$ cat config.mk
export PLATFORM = sky130hd
export DESIGN_NAME = bcd_addsub_unit
export DESIGN_NICKNAME = d
export VERILOG_FILES = /design/src/rtl/bcd_au_pkg.sv /design/src/rtl/bau_digit_cell.sv /design/src/rtl/bau_bcd_chain.sv /design/src/rtl/bau_bin_core.sv /design/src/rtl/bcd_addsub_unit.sv
export SDC_FILE = /design/constraint.sdc
export NUM_CORES = 1
export LEC_CHECK = 0
export BUFFER_PORTS_ARGS = -buffer_cell sky130_fd_sc_hd__buf_2
export CAP_MARGIN = 30
export CELL_PAD_IN_SITES_DETAIL_PLACEMENT = 1
export CELL_PAD_IN_SITES_GLOBAL_PLACEMENT = 1
export CORE_AREA = 2 2 109 101
export DETAILED_ROUTE_END_ITERATION = 6
export DIE_AREA = 0 0 111 103
export PLACE_DENSITY = 0.78
export SLEW_MARGIN = 20
export SYNTH_ARGS = -nofsm -noshare
export SYNTH_HDL_FRONTEND = slang
export SYNTH_HIERARCHICAL = 1
export SYNTH_SLANG_ARGS = --single-unit
$ cat constraint.sdc
create_clock -name clk -period 0.95 [get_ports clk]
set_input_delay 0.285 -clock clk [delete_from_list [all_inputs] [get_ports clk]]
set_output_delay 0.285 -clock clk [all_outputs]
set_load 0.1 [all_outputs]
$ cat src/rtl/bcd_au_pkg.sv
package bcd_au_pkg;

  localparam int NIB = 4;

  // One decimal digit of an add: returns {carry, digit}
  function automatic logic [4:0] dec_add_digit(input logic [3:0] x,
                                               input logic [3:0] y,
                                               input logic       ci);
    logic [5:0] t;
    t = {2'b00, x} + {2'b00, y} + {5'b0, ci};
    if (t > 6'd9) begin
      t = t + 6'd6;
      return {1'b1, t[3:0]};
    end
    return {1'b0, t[3:0]};
  endfunction

  // One decimal digit of a subtract: returns {borrow, digit}
  function automatic logic [4:0] dec_sub_digit(input logic [3:0] x,
                                               input logic [3:0] y,
                                               input logic       bi);
    logic [5:0] t;
    t = {2'b00, x} - {2'b00, y} - {5'b0, bi};
    if (t[5]) begin
      t = t - 6'd6;
      return {1'b1, t[3:0]};
    end
    return {1'b0, t[3:0]};
  endfunction

endpackage

$ cat src/rtl/bau_digit_cell.sv
module bau_digit_cell
  import bcd_au_pkg::*;
(
  input  logic [NIB-1:0] x,
  input  logic [NIB-1:0] y,
  input  logic           sub,
  input  logic           ci,
  output logic [NIB-1:0] d,
  output logic           co
);
  logic [NIB:0] packed_out;

  always_comb begin
    packed_out = sub ? dec_sub_digit(x, y, ci) : dec_add_digit(x, y, ci);
    d  = packed_out[NIB-1:0];
    co = packed_out[NIB];
    if (x <= 4'd9 && y <= 4'd9) begin

      digit_range_chk: assert (d <= 4'd9);
    end
  end
endmodule

$ cat src/rtl/bau_bcd_chain.sv
module bau_bcd_chain #(
  parameter int DIGITS = 4
) (
  input  logic [DIGITS*4-1:0] a,
  input  logic [DIGITS*4-1:0] b,
  input  logic                sub,
  input  logic                cin,
  output logic [DIGITS*4-1:0] dec_res,
  output logic                c_half,
  output logic                c_full
);
  localparam int HALF = DIGITS / 2;

  // ripple: carry for add, borrow for subtract
  logic [DIGITS:0] rip;
  assign rip[0] = sub ? ~cin : cin;

  for (genvar k = 0; k < DIGITS; k++) begin : g_digit
    bau_digit_cell u_cell (
      .x  (a[4*k +: 4]),
      .y  (b[4*k +: 4]),
      .sub(sub),
      .ci (rip[k]),
      .d  (dec_res[4*k +: 4]),
      .co (rip[k+1])
    );
  end

  assign c_half = sub ? ~rip[HALF]   : rip[HALF];
  assign c_full = sub ? ~rip[DIGITS] : rip[DIGITS];
endmodule

$ cat src/rtl/bau_bin_core.sv
module bau_bin_core #(
  parameter int W = 16
) (
  input  logic [W-1:0] a,
  input  logic [W-1:0] b,
  input  logic         sub,
  input  logic         wide,
  input  logic         cin,
  output logic [W-1:0] res,
  output logic         c,
  output logic         v
);
  localparam int HW = W / 2;

  logic [W-1:0] b_eff;
  logic [W:0]   s_full;
  logic [HW:0]  s_half;
  logic         same_ops;

  always_comb begin
    b_eff  = sub ? ~b : b;
    s_full = {1'b0, a} + {1'b0, b_eff} + {{W{1'b0}}, cin};
    s_half = {1'b0, a[HW-1:0]} + {1'b0, b_eff[HW-1:0]} + {{HW{1'b0}}, cin};
    if (wide) begin
      res = s_full[W-1:0];
      c   = s_full[W];
      v   = (a[W-1] == b_eff[W-1]) && (s_full[W-1] != a[W-1]);
    end else begin
      res = {a[W-1:HW], s_half[HW-1:0]};
      c   = s_half[HW];
      v   = (a[HW-1] == b_eff[HW-1]) && (s_half[HW-1] != a[HW-1]);
    end
    same_ops = wide ? (a == b) : (a[HW-1:0] == b[HW-1:0]);
    if (sub && cin && same_ops) begin

      self_sub_chk: assert (c && !v && (wide ? res == '0 : res[HW-1:0] == '0));
    end
  end
endmodule

$ cat src/rtl/bcd_addsub_unit.sv
module bcd_addsub_unit #(
  parameter int DIGITS = 4
) (
  input  logic                clk,
  input  logic                rst_n,
  input  logic                in_valid,
  input  logic                op_sub,
  input  logic                wide,
  input  logic                dec_mode,
  input  logic                carry_in,
  input  logic [DIGITS*4-1:0] opa,
  input  logic [DIGITS*4-1:0] opb,
  output logic                out_valid,
  output logic [DIGITS*4-1:0] result,
  output logic                c_out,
  output logic                z_out,
  output logic                v_out,
  output logic                n_out
);
  localparam int W  = DIGITS * 4;
  localparam int HW = W / 2;

  logic [W-1:0] bin_res, dec_res, fin_res, zero_src;
  logic         bin_c, bin_v, dec_c_half, dec_c_full;
  logic         fin_c, fin_z, fin_n;
  logic         dec_add_quirk;

  bau_bin_core #(.W(W)) u_bin (
    .a(opa), .b(opb), .sub(op_sub), .wide(wide), .cin(carry_in),
    .res(bin_res), .c(bin_c), .v(bin_v)
  );

  bau_bcd_chain #(.DIGITS(DIGITS)) u_dec (
    .a(opa), .b(opb), .sub(op_sub), .cin(carry_in),
    .dec_res(dec_res), .c_half(dec_c_half), .c_full(dec_c_full)
  );

  assign dec_add_quirk = dec_mode && !op_sub;

  always_comb begin
    if (dec_mode) begin
      fin_res = wide ? dec_res : {opa[W-1:HW], dec_res[HW-1:0]};
      fin_c   = wide ? dec_c_full : dec_c_half;
    end else begin
      fin_res = bin_res;
      fin_c   = bin_c;
    end
    zero_src = dec_add_quirk ? bin_res : fin_res;
    fin_z    = wide ? (zero_src == '0) : (zero_src[HW-1:0] == '0);
    fin_n    = wide ? fin_res[W-1] : fin_res[HW-1];
  end

  always_ff @(posedge clk or negedge rst_n) begin
    if (!rst_n) begin
      out_valid <= 1'b0;
      result    <= '0;
      c_out     <= 1'b0;
      z_out     <= 1'b0;
      v_out     <= 1'b0;
      n_out     <= 1'b0;
    end else begin
      out_valid <= in_valid;
      if (in_valid) begin
        result <= fin_res;
        c_out  <= fin_c;
        z_out  <= fin_z;
        v_out  <= bin_v;
        n_out  <= fin_n;
      end
    end
  end


  latency_chk: assert property (@(posedge clk) disable iff (!rst_n)
    in_valid |=> out_valid);


  hold_chk: assert property (@(posedge clk) disable iff (!rst_n)
    !in_valid |=> (!out_valid && $stable(result) && $stable(c_out)));


  upper_pass_chk: assert property (@(posedge clk) disable iff (!rst_n)
    (in_valid && !wide) |=> (result[W-1:HW] == $past(opa[W-1:HW])));


  negative_chk: assert property (@(posedge clk) disable iff (!rst_n)
    in_valid |=> (n_out == ($past(wide) ? result[W-1] : result[HW-1])));


  zero_flag_chk: assert property (@(posedge clk) disable iff (!rst_n)
    (in_valid && !dec_add_quirk) |=>
      (z_out == ($past(wide) ? (result == '0) : (result[HW-1:0] == '0))));
endmodule

==> results of run 1 <==
[per-stage QoR]
step	area [um^2]	hold WS (ps)	std cells
after floorplan	4730	-10.6	553
after detailed placement	7050	267	947
after global placement	7050	257	947
[cells by family after synthesis]
group | synth area share, %
adder cells (fa/ha/maj) | 21.3
XOR/XNOR | 12.0
AND/OR/NAND/NOR | 16.6
flip-flops | 11.6
AO/OA/AOI/OAI | 23.9
buffers and inverters | 6.64
multiplexers | 8.07
[Yosys cell counts, types with 6 or more instances]
library cell	number
sky130_fd_sc_hd__o21ai_0	13
sky130_fd_sc_hd__nor4_1	10
sky130_fd_sc_hd__fa_1	14
sky130_fd_sc_hd__xnor2_1	22
sky130_fd_sc_hd__a21oi_1	53
sky130_fd_sc_hd__o21bai_1	10
sky130_fd_sc_hd__or3_1	9
sky130_fd_sc_hd__inv_1	52
sky130_fd_sc_hd__nor2b_1	9
sky130_fd_sc_hd__nand2_1	14
sky130_fd_sc_hd__nor2_1	48
sky130_fd_sc_hd__buf_2	7
sky130_fd_sc_hd__dfrtp_1	21
sky130_fd_sc_hd__nand3_1	14
sky130_fd_sc_hd__ha_1	55
sky130_fd_sc_hd__nor3_1	11
sky130_fd_sc_hd__clkbuf_1	6
sky130_fd_sc_hd__a211oi_1	12
sky130_fd_sc_hd__mux2i_1	22
sky130_fd_sc_hd__a21o_1	19
sky130_fd_sc_hd__xor2_1	28
sky130_fd_sc_hd__mux2_2	12
sky130_fd_sc_hd__a41oi_1	6
sky130_fd_sc_hd__nand2b_1	6
==> run metrics, run 1 <==
total number of clock tree sinks 21; floorplan die width about 110 um; post-synthesis register bit count 21; run status did not finish; count of flip-flops with a built-in enable after synthesis 0; share of the synthesized area in the top cell type 15.2%; pre-CTS setup slack -6670 ps; cell type contributing the most total cell area after synthesis sky130_fd_sc_hd__ha_1; Rows 36; stage where the run ended clock tree synthesis; Avg Synthesized Cell Area 8.21 um^2; number of hold-repair buffers added at the cts stage 0; cells resized by post-CTS repair 113; number of distinct library cells after synthesis 58; I/O Pins 60; Buffers on Ports around 60; buffer depth of the longest clock path 2; Syn Nets ~660; level count of the clock H-tree 1; main area contributors after synthesis sky130_fd_sc_hd__ha_1 15%, sky130_fd_sc_hd__dfrtp_1 12%, sky130_fd_sc_hd__fa_1 6.2%, sky130_fd_sc_hd__a21oi_1 5.8%, sky130_fd_sc_hd__xor2_1 5.4%; root cell of the clock tree sky130_fd_sc_hd__clkbuf_16; first error line in the log [ERROR DPL-0033] detailed placement checks failed during check placement.; post-synth design cell area 4540 um^2; Post-DP HPWL 17100 um; buffers inserted by post-CTS timing repair 45; most frequently used flop master after synthesis sky130_fd_sc_hd__dfrtp_1; number of buffers created by CTS 3; Final GP Congestion 0.873; number of cells produced by synthesis 553; count of yosys warnings during synthesis 6; starting density of the core 43.7%; sequential cell area fraction in the yosys report 11.6%; Die Y-Extent 103 um; FFs w/ async S/R, synth 100%
==> run 2: changes to the inputs <==
Settings changed: CELL_PAD_IN_SITES_DETAIL_PLACEMENT 1 to not set, CELL_PAD_IN_SITES_GLOBAL_PLACEMENT 1 to not set, CORE_AREA 2 2 109 101 to 2 2 117 119, DIE_AREA 0 0 111 103 to 0 0 119 121, PLACE_DENSITY 0.78 to not set, PLACE_DENSITY_LB_ADDON set to 0.15.
==> run 2 against run 1 <==
Effect of this change: the flow now finishes, with violations (negative setup slack); synthesized area unchanged; synthesized cell count unchanged.
==> run metrics, run 2 <==
Switching Fraction 46.0%; maximum number of pins on one net before global-route repair 35; total number of vias between 5000 and 6000; final setup slack of the worst path -5900 ps; starting density of the core 34.7% (-8.9 points); top register by number of flip-flops result; first drt pass iteration count 4; met1 usage in global routing ~28%; VDD IR max 1.76 mV; setup total negative slack -80170 ps; hold endpoint out_valid; count of yosys warnings during synthesis 6 (unchanged); post-synth design cell area 4540 um^2 (unchanged); final routed wire length divided by cell count ~15 um; share of total power in sequential cells 12.0%; max-capacitance violation count 0; Tmin final 6850 ps; count of flip-flops with a built-in enable after synthesis 0 (unchanged); via count of the first global-routing pass 5227; RSZ-0062 raised after global routing true; wire length of the first global-routing pass 24000 um; number of cells on the worst hold path 2; most frequent cells after synthesis 55 x sky130_fd_sc_hd__ha_1, 53 x sky130_fd_sc_hd__a21oi_1, 52 x sky130_fd_sc_hd__inv_1, 48 x sky130_fd_sc_hd__nor2_1, 28 x sky130_fd_sc_hd__xor2_1; starting DRC count in detailed routing 273; failing checks negative setup slack; Antenna Violating Nets Remaining 0; area growth from synthesis to layout 72.9%; worst hold path class input pin to flip-flop; total number of clock tree sinks 21 (unchanged); Combinational Power Share 80.4%; global route overflow 0; clock insertion delay at the later pin of the skew report roughly 250 ps; floorplan die width 119 um (+7.2%); met3 capacity usage during global routing 1.13%; Post-DP HPWL 11600 um (-32%); number of distinct library cells after synthesis 58 (unchanged); level count of the clock H-tree 1 (unchanged); Rows 42 (+17%); number of cells on the worst reg-to-reg path 1; post-synthesis register bit count 21 (unchanged); main area contributors after synthesis sky130_fd_sc_hd__ha_1 15%, sky130_fd_sc_hd__dfrtp_1 12%, sky130_fd_sc_hd__fa_1 6.2%, sky130_fd_sc_hd__a21oi_1 5.8%, sky130_fd_sc_hd__xor2_1 5.4%; full die area 14400 um^2; startpoint kind of the worst setup timing path input pin; buffer depth of the longest clock path 2 (unchanged); upper clock frequency limit 146 MHz; ratio of cells with drive above 1 in the final layout 52.1%; delay of the slowest critical-path stage between 300 and 400 ps; Final nets 962; clock tree from TritonCTS yes; Largest register FFs 16; cell type contributing the most total cell area after synthesis sky130_fd_sc_hd__ha_1; most frequent CP cell sky130_fd_sc_hd__fa_2; share of the synthesized area in the top cell type 15.2% (unchanged); sequential cell area fraction in the yosys report 11.6% (unchanged); Final setup violation count 41; Syn Nets 661 (unchanged); Std-Cell Core Area 13100 um^2; GR Layer Usage met2 approximately a third; CP top delay family adder cells; pwr/cell area 1470 nW/um^2; total global routing track utilization between 10% and 20%; crit path max-delay cell type sky130_fd_sc_hd__fa_2; flop-to-flop setup slack 130 ps; final count of pins violating max slew 0; Worst Max-Slew Pin Slew 397 ps; Buffers on Ports 59 (unchanged); number of cells produced by synthesis 553 (unchanged); number of antenna violations at the first check in global routing 0; Die Y-Extent 121 um (+17%); run status complete, but fails checks; Final GP Congestion 0.930 (+6.5%); data required time of the critical path 1090 ps; total power draw 0.0116 W; total routed wirelength around 15000 um; element type at the critical path end flip-flop; source of the worst hold timing path in_valid; internal power contribution 0.00625 W; Final Cycle Share 721%; antenna cells 0; FFs w/ async S/R, synth 100% (unchanged); worst reg2reg path startpoint c_out; CP Class input pin to flip-flop; Clk pin slew, worst setup/hold paths 60 ps; Leak 3.91 nW; worst clock skew 0 ps; root cell of the clock tree sky130_fd_sc_hd__clkbuf_16; drt via density 5.04; Final Hold Fails 0; combined buffer and inverter count along the critical path 6; switching pwr 0.00533 W; DRC violations left 0; signal arrival time at the worst endpoint roughly 7000 ps; cell with the most instances after synthesis sky130_fd_sc_hd__ha_1; tightest slew margin relative to the limit about three quarters; Worst Path Max Fanout 3; most used cells in the layout excluding fill and tap cells 232 x sky130_fd_sc_hd__buf_4, 50 x sky130_fd_sc_hd__ha_1, 49 x sky130_fd_sc_hd__inv_1; I/O Pins 60 (unchanged); leading cell type in the layout, fill and taps excluded sky130_fd_sc_hd__buf_4; destination of the worst register-to-register timing path c_out; Avg Synthesized Cell Area 8.21 um^2 (unchanged); clock group share of total power 7.7%; number of buffers created by CTS 3 (unchanged); most frequently used flop master after synthesis sky130_fd_sc_hd__dfrtp_1; peak-usage layer in the global routing report met2; pre-CTS setup slack -6250 ps (+425 ps)
run 2: cell counts after synthesis:
No cell type changed its count.
run 2: power by group through the flow:
stage	combinational (W)	sequential, W	clock [W]
after floorplan	0.00332	0.00278	0
after global placement	0.00824	0.00141	0
after detailed placement	0.00835	0.00139	0
after CTS	0.00862	0.00139	0.000897
after global routing	0.00997	0.00141	0.000948
final	0.00930	0.00138	0.000888
run 2: cell families after synthesis:
group	synth area share (%)
simple gates	16.6
mux	8.07
xor+xnor	12.0
fa+ha+maj	21.3
compound gates	23.9
buf+inv	6.64
flops	11.6
run 2: final cells by class:
type / count / area [um^2]
Clock buffer: 4 / 78.8
Fill cell: 1140 / 5230
Inverter: 57 / 214
Multi-Input combinational cell: 458 / 4120
Sequential cell: 21 / 551
Tap cell: 176 / 220
Timing Repair Buffer: 313 / 2670
run 2: per-layer routing:
| metal | wire length, um | vias up |
|---|---|---|
| li1 | - | 2589 |
| met1 | 7330 | 2470 |
| met2 | 7200 | 105 |
| met3 | 442 | 21 |
| met4 | 193 | 0 |
| met5 | 0 | - |
run 2: timing repair:
item	in CTS	in global routing
hold buffers	1	0
pin swaps	16	32
endpoints found under the hold margin	21	0
gates resized for setup	16	67
setup buffers	7	28
cloned	0	1
endpoints found under the setup margin	41	41
run 2: per-stage QoR:
step | hold slack [ps] | cells | cell area (um^2) | utilization (%)
6_report | 414 | 1029 | 7850 | 60.0
5_1_grt | 419 | 1029 | 7850 | 60.0
4_1_cts | 415 | 1001 | 7300 | 55.8
3_5_place_dp | 227 | 989 | 7090 | 54.2
3_3_place_gp | 226 | 989 | 7090 | 54.2
2_1_floorplan | -10.6 | 553 | 4730 | -
run 2: worst max-delay path by stage:
stage / to / cells past startpoint / from / slack, ps
final: z_out / 36 / op_sub / -5900
after global placement: z_out / 36 / op_sub / -6060
after detailed placement: z_out / 36 / op_sub / -6250
after global routing: n_out / 36 / op_sub / -6210
after CTS: z_out / 36 / op_sub / -5850
after floorplan: z_out / 35 / op_sub / -5740
Power figures use the tool's default switching activity.
==> run 3: changes to the inputs <==
==> constraint.sdc (replaced) <==
create_clock -name clk -period 0.95 [get_ports clk]
set_input_delay 0.19 -clock clk [delete_from_list [all_inputs] [get_ports clk]]
set_output_delay 0.19 -clock clk [all_outputs]
set_load 0.1 [all_outputs]
==> run 3 against run 2 <==
Effect of this change: the run still ends with negative setup slack left; final cell count increased by 0.97%; wire length about the same; total power is 1.9% higher; count of clock-buffer cells in the layout shrank 1; sequential share of layout area fell by 0.090 points; global-route usage is 0.31 points higher; worst hold slack got worse by 93 ps; critical path type unchanged.
==> run metrics, run 3 (synthesis gave the netlist of run 2 again) <==
DRC violations left 0 (unchanged); via count of the first global-routing pass 5272 (+0.86%); starting DRC count in detailed routing 271 (-0.73%); delay of the slowest critical-path stage 380 ps (about the same); Buffers on Ports 59 (unchanged); starting density of the core 34.7% (unchanged); startpoint kind of the worst setup timing path input pin; upper clock frequency limit 148 MHz (+1.5%); internal power contribution 0.00640 W (+2.4%); total number of vias 5208 (+0.44%); Leak 3.94 nW (+0.77%); VDD IR max 1.81 mV (+3.1%); final setup slack of the worst path -5790 ps (+103 ps); Combinational Power Share 80.9% (+0.5 points); ratio of cells with drive above 1 in the final layout 53.0% (+0.90 points); most used cells in the layout excluding fill and tap cells 244 x sky130_fd_sc_hd__buf_4, 50 x sky130_fd_sc_hd__inv_1, 49 x sky130_fd_sc_hd__ha_1; root cell of the clock tree sky130_fd_sc_hd__clkbuf_16; Final GP Congestion 0.926 (-0.45%); crit path max-delay cell type sky130_fd_sc_hd__fa_2; full die area 14400 um^2 (unchanged); drt via density 5.01 (-0.52%); worst hold path class input pin to flip-flop; first drt pass iteration count 5 (+1); final routed wire length divided by cell count 14.6 um (-0.94%); Switching Fraction 45.7% (-0.26 points); element type at the critical path end flip-flop; antenna cells 0 (unchanged); Tmin final 6740 ps (-103 ps); clock group share of total power 7.4% (-0.3 points); Final Instance Count excl. Fillers 1039 (+0.97%); CP top delay family adder cells; failing checks negative setup slack; global route overflow 0 (unchanged); Die Y-Extent 121 um (unchanged); Final Hold Fails 0 (unchanged); top register by number of flip-flops result; wire length of the first global-routing pass 24300 um (+1.1%); maximum number of pins on one net before global-route repair 35 (unchanged); Final Cycle Share 710% (-11 points); floorplan die width 119 um (unchanged); CP Class input pin to flip-flop; number of antenna violations at the first check in global routing 0 (unchanged); Std-Cell Core Area 13100 um^2 (unchanged); Worst Path Max Fanout 3 (unchanged); max-capacitance violation count 0 (unchanged); final count of pins violating max slew 0 (unchanged); area growth from synthesis to layout 75.2%; combined buffer and inverter count along the critical path 6 (unchanged); leading cell type in the layout, fill and taps excluded sky130_fd_sc_hd__buf_4; clock tree from TritonCTS yes; Filler Cells Inserted 1132 (-0.70%); number of buffers created by CTS 3 (unchanged); RSZ-0062 raised after global routing true; Final nets 972 (+1.0%); tightest slew margin relative to the limit 69.0% (-4.2 points); I/O Pins 60 (unchanged); signal arrival time at the worst endpoint 6880 ps (-100 ps); Finished Cell Area 7960 um^2 (+1.3%); data required time of the critical path 1080 ps (about the same); Final setup violation count 41 (unchanged); Worst Max-Slew Pin Slew 459 ps (+62.4 ps); level count of the clock H-tree 1 (unchanged); Post-DP HPWL 11800 um (+2.3%); Rows 42 (unchanged); worst clock skew 0 ps (unchanged); Largest register FFs 16 (unchanged); switching pwr 0.00539 W (+1.3%); Clk pin slew, worst setup/hold paths 60 ps (about the same); total area of multi-input combinational cells 4160 um^2 (+1.0%); buffer depth of the longest clock path 2 (unchanged); total routed wirelength 15200 um (about the same); total number of clock tree sinks 21 (unchanged); clock insertion delay at the later pin of the skew report 250 ps (about the same); total global routing track utilization 20.2% (+0.31 points); pwr/cell area 1480 nW/um^2 (+0.56%); Antenna Violating Nets Remaining 0 (unchanged); Placed Cells 988 (-0.10%); run status complete, but fails checks; share of total power in sequential cells 11.7% (-0.3 points); register area 551 um^2 (unchanged); most frequent CP cell sky130_fd_sc_hd__fa_2; Post-DP Area 7070 um^2 (-0.28%)
==> run 3: cell types whose count changed in the layout (fill, tap and decap cells not counted), sizes merged <==
cell,change
clkbuf,-1
clkinv,+1
buf,+10
==> run 3: power by group through the flow <==
stage	combinational [W]	sequential, W	clock [W]
2_1_floorplan	0.00332	0.00278	0
3_3_place_gp	0.00823	0.00140	0
3_5_place_dp	0.00838	0.00139	0
4_1_cts	0.00882	0.00139	0.000890
5_1_grt	0.0102	0.00142	0.000931
6_report	0.00954	0.00138	0.000868
==> run 3: per-stage QoR <==
step / setup TNS, ps / total power, W / hold slack [ps] / util (%) / setup slack (ps)
floorplan: -67820 / 0.00610 / -106 / - / -5650
global placement: -77900 / 0.00964 / 165 / 54.1 / -5960
detailed placement: -80050 / 0.00977 / 182 / 54.1 / -6160
CTS: -75150 / 0.0111 / 320 / 56.4 / -5780
global route: -81860 / 0.0125 / 324 / 60.8 / -6160
finish: -77350 / 0.0118 / 320 / 60.8 / -5790
==> run 3: area by class of cell <==
class | instances | area share [%]
Inverter | 57 | 2.69
Multi-Input combinational cell | 458 | 52.3
Timing Repair Buffer | 323 | 34.3
Clock inverter | 1 | 0.0629
Tap cell | 176 | 2.77
Clock buffer | 3 | 0.944
Sequential cell | 21 | 6.92
==> run 3: what timing repair did <==
item / 4_1_cts / 5_1_grt
hold buffers: 1 / 0
buffers inserted: 13 / 35
gates cloned: 0 / 1
pin swaps: 24 / 32
setup endpoints to repair: 41 / 41
endpoints found under the hold margin: 21 / 0
resized for setup: 24 / 63
==> run 3: worst register-to-register path, delay by kind of cell, from the launching register on <==
kind	cells	cell delay (ps)
DFF	1	430
muxes	1	270
buffers and inverters	1	140
==> run 3: path summary, 6_finish.rpt <==
| check | slack [ps] | depth (start not counted) | to | startpoint |
|---|---|---|---|---|
| setup reg to reg | 0 | 2 | c_out | c_out |
| max in group asynchronous | 170 | 2 | c_out | rst_n |
| hold / removal | 320 | 2 | out_valid | in_valid |
| min in group asynchronous | 430 | 2 | result[9] | rst_n |
| hold reg to reg | 530 | 1 | n_out | n_out |
| setup / recovery | -5790 | 36 | z_out | op_sub |
==> run 3: routing by layer <==
metal | wire length, um | global-route usage (%) | part of all wire, %
met1 | 7260 | 28.3 | 48
met2 | 7250 | 34.7 | 48
met3 | 454 | 1.32 | 3.0
met4 | 200 | 3.42 | 1.3
met5 | 0 | 0 | 0
==> run 4: changes to the inputs <==
--- a/config.mk
+++ b/config.mk
@@ -13,3 +13,3 @@
 export PLACE_DENSITY_LB_ADDON = 0.15
-export SLEW_MARGIN = 20
+export SLEW_MARGIN = 40
 export SYNTH_ARGS = -nofsm -noshare
--- a/constraint.sdc
+++ b/constraint.sdc
@@ -3,2 +3,2 @@
 set_output_delay 0.19 -clock clk [all_outputs]
-set_load 0.1 [all_outputs]
+set_load 0.01 [all_outputs]
==> run 4 against run 3 <==
Effect of this change: the run still ends with negative setup slack left; clock power increased by 2%; wire length increased by 8.4%; maximum frequency decreased by 1.4%; combinational power decreased by 14%; register-to-register slack about the same; global-route usage increased by 2.0 points; utilization increased by 0.23 points; flip-flop and latch count unchanged; sequential share of layout area decreased by 0.34 points; count of clock-buffer cells in the layout increased by 1; critical path depth unchanged; largest power group unchanged.
==> run metrics, run 4 (synthesis gave the netlist of run 2 again) <==
GR Layer Usage met2 39.0% (+4.2 points); Tmin final 6840 ps (+93.4 ps); Placed Cells 989 (+0.10%); starting DRC count in detailed routing 308 (+14%); worst hold path class input pin to flip-flop; total global routing track utilization 22.2% (+2.0 points); Std-Cell Core Area 13100 um^2 (unchanged); level count of the clock H-tree 1 (unchanged); root cell of the clock tree sky130_fd_sc_hd__clkbuf_16; wire length of the first global-routing pass 26500 um (+8.8%); total routed wirelength 16400 um (+8.4%); Clk pin slew, worst setup/hold paths 60 ps (about the same); Leak 4.00 nW (+1.4%); final count of pins violating max slew 0 (unchanged); clock insertion delay at the later pin of the skew report 250 ps (about the same); Buffers on Ports 59 (unchanged); Final Instance Count excl. Fillers 1061 (+2.1%); Worst Path Max Fanout 4 (+1); total power draw 0.0104 W (-12%); setup total negative slack -84510 ps (-7150 ps); run status complete, but fails checks; starting density of the core 34.7% (unchanged); I/O Pins 60 (unchanged); CP Class input pin to flip-flop; Die Y-Extent 121 um (unchanged); Largest register FFs 16 (unchanged); element type at the critical path end flip-flop; met1 usage in global routing 29.9% (+1.6 points); Post-DP HPWL 11500 um (-2.8%); max-capacitance violation count 0 (unchanged); core utilization of the finished layout 61.0% (+0.23 points); DRC violations left 0 (unchanged); failing checks negative setup slack; crit path max-delay cell type sky130_fd_sc_hd__fa_2; number of antenna violations at the first check in global routing 0 (unchanged); flop-to-flop setup slack 10 ps (about the same); Final nets 994 (+2.3%); ratio of cells with drive above 1 in the final layout 53.8% (+0.83 points); top register by number of flip-flops result; VDD IR max 1.41 mV (-22%); peak-usage layer in the global routing report met2; Worst Max-Slew Pin Slew 472 ps (+12.4 ps); Rows 42 (unchanged); Final Hold Fails 0 (unchanged); startpoint kind of the worst setup timing path input pin; floorplan die width 119 um (unchanged); Final GP Congestion 0.906 (-2.2%); Final setup violation count 39 (-4.9%); total number of clock tree sinks 21 (unchanged); Antenna Violating Nets Remaining 0 (unchanged); upper clock frequency limit 146 MHz (-1.4%); global route overflow 0 (unchanged); RSZ-0062 raised after global routing true; area growth from synthesis to layout 75.8%; signal arrival time at the worst endpoint 6970 ps (+90 ps); met3 capacity usage during global routing 1.27% (-0.047 points); most used cells in the layout excluding fill and tap cells 260 x sky130_fd_sc_hd__buf_4, 54 x sky130_fd_sc_hd__buf_2, 52 x sky130_fd_sc_hd__ha_1; total number of vias 5392 (+3.5%); delay of the slowest critical-path stage 430 ps (+50 ps); maximum number of pins on one net before global-route repair 22 (-37%); drt via density 5.08 (+1.4%); final worst hold slack 229 ps (-91.0 ps); most frequent CP cell sky130_fd_sc_hd__fa_2; antenna cells 0 (unchanged); via count of the first global-routing pass 5591 (+6.1%); Final Cycle Share 720% (+9.8 points); pwr/cell area 1300 nW/um^2 (-12%); final routed wire length divided by cell count 15.5 um (+6.2%); final setup slack of the worst path -5890 ps (-93.4 ps); leading cell type in the layout, fill and taps excluded sky130_fd_sc_hd__buf_4; data required time of the critical path 1080 ps (about the same); clock tree from TritonCTS yes; full die area 14400 um^2 (unchanged); first drt pass iteration count 5 (unchanged); number of buffers created by CTS 3 (unchanged); worst clock skew 0 ps (unchanged); buffer depth of the longest clock path 2 (unchanged); tightest slew margin relative to the limit 68.6% (-0.43 points)
==> run 4: cell types whose count changed in the layout (fill, tap and decap cells not counted), moves of 7 or more <==
cell / before / now
sky130_fd_sc_hd__a21oi_1: 46 / 39
sky130_fd_sc_hd__a21oi_2: 9 / 16
sky130_fd_sc_hd__buf_12: 24 / 3
sky130_fd_sc_hd__buf_2: 36 / 54
sky130_fd_sc_hd__buf_4: 244 / 260
sky130_fd_sc_hd__dfrtp_1: 1 / 21
sky130_fd_sc_hd__dfrtp_2: 20 / 0
==> run 4: power by group <==
group | leakage [nW] | internal [W] | total [W] | switching [W]
sequential | 0.240 | 0.00110 | 0.00125 | 0.000144
combinational | 3.72 | 0.00455 | 0.00825 | 0.00371
clock | 0.0382 | 0.000571 | 0.000887 | 0.000315
==> run 4: layout make-up <==
type / instances / area [um^2]
tap: 176 / 220
fill: 1122 / 5100
sequential: 21 / 526
timing repair buffer: 345 / 2670
inverter: 57 / 214
multi-input combinational: 458 / 4270
clock buffer: 4 / 78.8
==> run 4: timing repair <==
action / in CTS / in global routing
gates cloned: 1 / 0
gates resized for setup: 91 / 39
hold endpoints to repair: 21 / 0
hold buffers: 1 / 0
buffers inserted: 61 / 18
pin swaps: 32 / 25
setup endpoints to repair: 40 / 41
==> run 4: path summary, 6_finish.rpt <==
path | startpoint | endpoint | cells after the start
max in group asynchronous | rst_n | result[6] | 2
setup / recovery | op_sub | z_out | 36
min in group asynchronous | rst_n | result[10] | 2
hold reg to reg | result[12] | result[12] | 1
hold / removal | in_valid | out_valid | 2
setup reg to reg | result[15] | result[15] | 2
==> run 4: layer usage <==
layer  vias up  part of all wire [%]
met5         -                     0
met4         0                   2.3
met3        30                   3.4
met2       128                    49
met1      2581                    46
li1       2653                     -
==> run 4: critical path: cells and delay by family <==
family | cells | cell delay, ps
AOI/OAI and AO/OA | 10 | 1770
xor gates and xnor gates | 6 | 920
adders and majority gates | 8 | 3040
buffers and inverters | 5 | 390
muxes | 1 | 110
and+or+nand+nor | 6 | 550
==> run 4: per-stage QoR <==
stage	cell area, um^2	setup WS, ps
after floorplan	4700	-5650
after global placement	6750	-5980
after detailed placement	6750	-6180
after CTS	7710	-5790
after global routing	7990	-6270
final	7990	-5890
